==> src/rtl/asx_pkg.sv <==
package asx_pkg;

    // alignment codes seen on fmt_sel
    localparam logic [1:0] FMT_I2S     = 2'd0;
    localparam logic [1:0] FMT_LEFT    = 2'd1;
    localparam logic [1:0] FMT_RIGHT   = 2'd2;
    localparam logic [1:0] FMT_I2S_ALT = 2'd3;

    typedef enum logic [1:0] {
        ST_IDLE     = 2'd0,
        ST_LOAD     = 2'd1,
        ST_BIT_LOW  = 2'd2,
        ST_BIT_HIGH = 2'd3
    } asx_state_e;

endpackage

==> src/rtl/asx_pair_hold.sv <==
module asx_pair_hold #(
    parameter int SAMPLE_W = 16
) (
    input  logic                clk,
    input  logic                rst_n,
    input  logic                load_i,
    input  logic                valid_i,
    input  logic [SAMPLE_W-1:0] left_i,
    input  logic [SAMPLE_W-1:0] right_i,
    output logic [SAMPLE_W-1:0] left_o,
    output logic [SAMPLE_W-1:0] right_o,
    output logic                underrun_o
);

    always_ff @(posedge clk or negedge rst_n) begin
        if (!rst_n) begin
            left_o     <= '0;
            right_o    <= '0;
            underrun_o <= 1'b0;
        end else begin
            underrun_o <= load_i && !valid_i;
            if (load_i && valid_i) begin
                left_o  <= left_i;
                right_o <= right_i;
            end
        end
    end

    // the held pair moves only at an accepted frame boundary
    p_hold_only_on_load_r8: assert property (@(posedge clk) disable iff (!rst_n)
        !load_i |=> ($stable(left_o) && $stable(right_o)));

endmodule

==> src/rtl/asx_slot_map.sv <==
module asx_slot_map #(
    parameter int SAMPLE_W = 16,
    parameter int SLOT_W   = 32,
    parameter int POS_W    = 6
) (
    input  logic [1:0]          fmt_i,
    input  logic                active_i,
    input  logic [POS_W-1:0]    pos_i,
    input  logic [SAMPLE_W-1:0] left_i,
    input  logic [SAMPLE_W-1:0] right_i,
    output logic                sdata_o,
    output logic                lrclk_o
);
    import asx_pkg::*;

    localparam int FRAME_BITS = 2 * SLOT_W;
    localparam int PAD_W      = SLOT_W - SAMPLE_W;

    always_comb begin
        int                  p;
        int                  q;
        int                  idx;
        logic                in_right;
        logic [SAMPLE_W-1:0] smp;
        logic                bit_v;

        p        = int'(pos_i);
        in_right = (p >= SLOT_W);
        q        = in_right ? (p - SLOT_W) : p;
        smp      = in_right ? right_i : left_i;
        idx      = -1;
        lrclk_o  = in_right;

        unique case (fmt_i)
            FMT_RIGHT: begin
                if (q >= PAD_W) idx = SLOT_W - 1 - q;
            end
            FMT_LEFT: begin
                if (q < SAMPLE_W) idx = SAMPLE_W - 1 - q;
            end
            FMT_I2S, FMT_I2S_ALT: begin
                if (q < SAMPLE_W) idx = SAMPLE_W - 1 - q;
                // word clock leads the slot by one bit
                lrclk_o = (((p + 1) % FRAME_BITS) >= SLOT_W);
            end
            default: ;
        endcase

        bit_v = 1'b0;
        for (int k = 0; k < SAMPLE_W; k++) begin
            if (k == idx) bit_v = smp[k];
        end
        sdata_o = bit_v && active_i;
    end

endmodule

==> src/rtl/audio_serial_tx.sv <==
module audio_serial_tx
    import asx_pkg::*;
#(
    parameter int SAMPLE_W = 16,
    parameter int SLOT_W   = 32,
    parameter int MCLK_DIV = 4
) (
    input  logic                clk,
    input  logic                rst_n,
    input  logic [1:0]          fmt_sel,
    input  logic                s_valid,
    output logic                s_ready,
    input  logic [SAMPLE_W-1:0] s_left,
    input  logic [SAMPLE_W-1:0] s_right,
    output logic                bclk,
    output logic                lrclk,
    output logic                sdata,
    output logic                underrun
);

    localparam int HALF       = MCLK_DIV / 2;
    localparam int HALF_CW    = (HALF > 1) ? $clog2(HALF) : 1;
    localparam int FRAME_BITS = 2 * SLOT_W;
    localparam int BIT_CW     = $clog2(FRAME_BITS);

    asx_state_e          state_q, state_d;
    logic [HALF_CW-1:0]  half_q, half_d;
    logic [BIT_CW-1:0]   bit_q, bit_d;
    logic                half_last, bit_last, frame_end, load, active;
    logic [SAMPLE_W-1:0] held_left, held_right;

    assign half_last = (half_q == HALF_CW'(HALF - 1));
    assign bit_last  = (bit_q == BIT_CW'(FRAME_BITS - 1));

    // next-state and counter logic
    always_comb begin
        state_d = state_q;
        half_d  = half_q;
        bit_d   = bit_q;
        unique case (state_q)
            ST_IDLE: state_d = ST_LOAD;                 // start
            ST_LOAD: begin                              // launch
                state_d = ST_BIT_LOW;
                half_d  = '0;
                bit_d   = '0;
            end
            ST_BIT_LOW: begin
                if (half_last) begin                    // rise
                    state_d = ST_BIT_HIGH;
                    half_d  = '0;
                end else begin
                    half_d  = half_q + 1'b1;
                end
            end
            ST_BIT_HIGH: begin
                if (half_last) begin                    // fall / frame wrap
                    state_d = ST_BIT_LOW;
                    half_d  = '0;
                    bit_d   = bit_last ? '0 : bit_q + 1'b1;
                end else begin
                    half_d  = half_q + 1'b1;
                end
            end
            default: state_d = ST_IDLE;
        endcase
    end

    // state register
    always_ff @(posedge clk or negedge rst_n) begin
        if (!rst_n) begin
            state_q <= ST_IDLE;
            half_q  <= '0;
            bit_q   <= '0;
        end else begin
            state_q <= state_d;
            half_q  <= half_d;
            bit_q   <= bit_d;
        end
    end

    // outputs decoded from the state
    always_comb begin
        frame_end = (state_q == ST_BIT_HIGH) && half_last && bit_last;
        load      = (state_q == ST_LOAD) || frame_end;
        active    = (state_q == ST_BIT_LOW) || (state_q == ST_BIT_HIGH);
        bclk      = (state_q == ST_BIT_HIGH);
        s_ready   = load;
    end

    asx_pair_hold #(.SAMPLE_W(SAMPLE_W)) u_hold (
        .clk        (clk),
        .rst_n      (rst_n),
        .load_i     (load),
        .valid_i    (s_valid),
        .left_i     (s_left),
        .right_i    (s_right),
        .left_o     (held_left),
        .right_o    (held_right),
        .underrun_o (underrun)
    );

    asx_slot_map #(
        .SAMPLE_W (SAMPLE_W),
        .SLOT_W   (SLOT_W),
        .POS_W    (BIT_CW)
    ) u_map (
        .fmt_i    (fmt_sel),
        .active_i (active),
        .pos_i    (bit_q),
        .left_i   (held_left),
        .right_i  (held_right),
        .sdata_o  (sdata),
        .lrclk_o  (lrclk)
    );

    // ready never lasts two cycles
    p_ready_single_r8: assert property (@(posedge clk) disable iff (!rst_n)
        s_ready |=> !s_ready);

    // data moves with the falling bit clock (first launch excepted)
    p_sdata_on_fall_r7: assert property (@(posedge clk) disable iff (!rst_n)
        (!$fell(bclk) && $past(state_q) != ST_LOAD) |-> $stable(sdata));

    // word clock moves only with the falling bit clock
    p_lrclk_on_fall_r2: assert property (@(posedge clk) disable iff (!rst_n)
        !$stable(lrclk) |-> $fell(bclk));

    // an underrun follows a boundary that found no pair
    p_underrun_cause_r9: assert property (@(posedge clk) disable iff (!rst_n)
        underrun |-> $past(s_ready && !s_valid));

endmodule

==> config.mk <==
export PLATFORM = sky130hd
export DESIGN_NAME = audio_serial_tx
export DESIGN_NICKNAME = d
export VERILOG_FILES = /design/src/rtl/asx_pkg.sv /design/src/rtl/asx_pair_hold.sv /design/src/rtl/asx_slot_map.sv /design/src/rtl/audio_serial_tx.sv
export SDC_FILE = /design/constraint.sdc
export NUM_CORES = 1
export LEC_CHECK = 0
export ABC_CLOCK_PERIOD_IN_PS = 7150
export BUFFER_PORTS_ARGS = -buffer_cell sky130_fd_sc_hd__buf_2
export CAP_MARGIN = 40
export CORE_UTILIZATION = 60
export DETAILED_ROUTE_END_ITERATION = 8
export PLACE_DENSITY = 0.85
export REMOVE_ABC_BUFFERS = 1
export SKIP_CTS_REPAIR_TIMING = 1
export SLEW_MARGIN = 20
export SYNTH_ARGS = -nofsm -noshare
export SYNTH_HDL_FRONTEND = slang
export SYNTH_SLANG_ARGS = --single-unit
==> constraint.sdc <==
create_clock -name clk -period 7.15 [get_ports clk]
set_input_delay 1.43 -clock clk [delete_from_list [all_inputs] [get_ports clk]]
set_output_delay 1.43 -clock clk [all_outputs]
set_load 0.02 [all_outputs]
==> out/metrics.yaml <==
detailed_routing:
  first_pass_iters: 4
  vias: 1583
  antenna_left: 0
  drc: 0
  routed_wl_um: 4330
  vias_per_cell: 5.63
  drt_iter0_drc: 78
  drt-wirelength-per-cell_um: 15.4
grt:
  grt_use_total: 0.236
  grt_overflow: 0
  grt_start_max_net_pins: 34
  grt_pass1_wl_um: 7180
  grt_antenna_before_repair: 0
  grt_pass1_vias: 1541
critical_path:
  cpPeakStageDelay_ps: 390
  cp_cell_sequence: "buf_2, inv_1, ha_1, nor4b_1, a22oi_1, nor4_1, o31a_1, a31o_2, o221a_2, buf_2"
  criticalPathCategory: "input pin to output port"
  critPathMaxFanout: 5
  critPathBufInv: 3
  critPathTopFamily: "simple AND/OR/NAND/NOR gates"
  path_depth: 10
  start_kind: "input pin"
  worstPathArrival_ps: 3260
  cp_data_required_time_ps: 5720
  r2r_cells: 6
  worst_setup_path_end_kind: "output port"
  slowest_stage: "nor4_1"
  cp_common_cell: "buf_2"
placement:
  dp_hpwl_um: 3270
  postPlaceCellArea_mm2: 0.00260
  io_buffers: 41
  gp_congestion: 0.854
synthesis:
  syn_area_mm2: 0.00234
  synth_warnings: 0
  synthCells: 189
  netlist.top_cell.by_area: "dfrtp_1"
  yosys_register_bits: 42
  synth.top_cells.by_area: "dfrtp_1 (45%), mux2_4 (19%), mux2i_1 (4.7%), ha_1 (3.7%), mux4_2 (2.9%)"
  synth_area_per_cell_um2: 12.4
  ys_types: 42
  yosys.area.top_type_share: 0.448
  synth_edf_count: 0
  synth_seq_area_share: 0.448
  synth-main-ff-cell: "dfrtp_1"
  async_flop_share: 1.00
sta:
  hold_violations: 0
  setup_viol: 0
  fmax_mhz: 213
  setup_tns_ps: 0
  fin_skew_ps: 6.59
  grt_setup_unrepaired: "no"
  min_period_ps: 4690
  drv_slew: 0
  worst_pin_slew_ps: 589
  hold_ws_ps: 512
  slew_headroom: 0.607
  layout_worst_path_cycle_share: 0.656
floorplanning:
  die_w_um: 64.5
  io_pins: 42
  core-area_mm2: 0.00372
  start_util: 0.631
  fp-row-count: 22
  die_area_mm2: 0.00416
  die_h_um: 64.5
worst_hold_path:
  min_path_cells: 1
  hold_class: "flip-flop to flip-flop"
cells_and_area:
  fin_nets: 277
  fillers: 283
  finalInstanceArea_mm2: 0.00267
  multiInputGateArea_mm2: 0.00122
  final_cell_mix: "dfrtp_1 (42), buf_2 (41), mux2_4 (30)"
  seq_area_mm2: 0.00105
  final_common_cell: "dfrtp_1"
  syn2layout_area_growth_pct: 14.0
  diodes: 0
  drive_gt1_frac: 0.386
  final_util: 0.719
run_status:
  status: "finished clean"
clock_tree:
  clk_pin_slew_ps: 70
  cts_inserted_buffers: 5
  cts_tree: "done"
  ctsRootBufferMaster: "clkbuf_8"
  htreeDepth: 2
  cts_buffer_depth: 2
  clk_latency_ps: 300
  clock-sinks: 42
pwr:
  power_uw: 433
  power_density_mw_per_mm2: 162
  vdd_drop_max_mv: 0.138
  leakagePower_uw: 0.00137
flow_run:
  timing.max_cap.violations: 0
-- logic make-up after synthesis --
group | after synthesis | synth area share
flip-flops | 42 | 0.448
adder cells (fa/ha/maj) | 7 | 0.0374
multiplexers | 46 | 0.277
AND/OR/NAND/NOR | 43 | 0.0950
buffers and inverters | 15 | 0.0352
XOR/XNOR | 3 | 0.0112
AO/OA/AOI/OAI | 32 | 0.0939
other | 1 | 0.00160
-- power breakdown --
| group | switching [µW] | leakage (µW) | internal (µW) |
|---|---|---|---|
| Combinational | 14.6 | 0.000813 | 23.7 |
| Sequential | 5.74 | 0.000524 | 247 |
| Clock | 75.5 | 0.0000383 | 67.2 |
-- sequential cells by signal (all words and copies together) (netlist names) --
| register | flops |
|---|---|
| bit_q | 6 |
| state_q | 2 |
| u_hold.underrun_o | 1 |
| u_hold.left_o | 16 |
| half_last | 1 |
| u_hold.right_o | 16 |
-- cells in the mapped netlist (2+ instances only) --
cell type  number
a211oi_1        2
a21oi_1         4
a22oi_1         2
and2_1          2
buf_2           3
buf_6           3
clkbuf_1        3
dfrtp_1        42
ha_1            7
inv_1           6
mux2_2          2
mux2_4         30
mux2i_1        11
mux4_2          3
nand2_1        15
nand2b_1        2
nand3_1         7
nor2_1          6
nor2b_1         3
nor4b_1         2
o21ai_0        11
o31ai_1         2
xor2_1          2
-- cell type report --
| type | instances | share of cell area |
|---|---|---|
| Timing Repair Buffer | 43 | 0.0899 |
| Multi-Input combinational cell | 135 | 0.457 |
| Inverter | 6 | 0.00843 |
| Tap cell | 48 | 0.0225 |
| Clock buffer | 7 | 0.0286 |
| Sequential cell | 42 | 0.393 |
-- worst paths after layout --
kind,slack [ps],from,endpoint
min in group asynchronous,990,rst_n,half_last
setup / recovery,2460,fmt_sel[0],sdata
hold / removal,510,u_hold.left_o[2],u_hold.left_o[2]
setup reg to reg,4860,bit_q[1],u_hold.left_o[15]
max in group asynchronous,5720,rst_n,u_hold.left_o[5]
hold reg to reg,510,u_hold.left_o[2],u_hold.left_o[2]
-- per-stage QoR --
step                worst slack (ps)  std cells
detailed placement              2460        274
CTS                             2450        281
floorplan                       2740        183
finish                          2460        281
global route                    2230        281
global placement                2500        272
-- layer usage --
metal	track usage	share of wire	vias up
li1	-	-	760
met1	0.321	0.45	764
met2	0.346	0.47	48
met3	0.0511	0.053	11
met4	0.142	0.025	0
met5	0	0	-
Note: power is estimated with default switching activity, not from simulation.
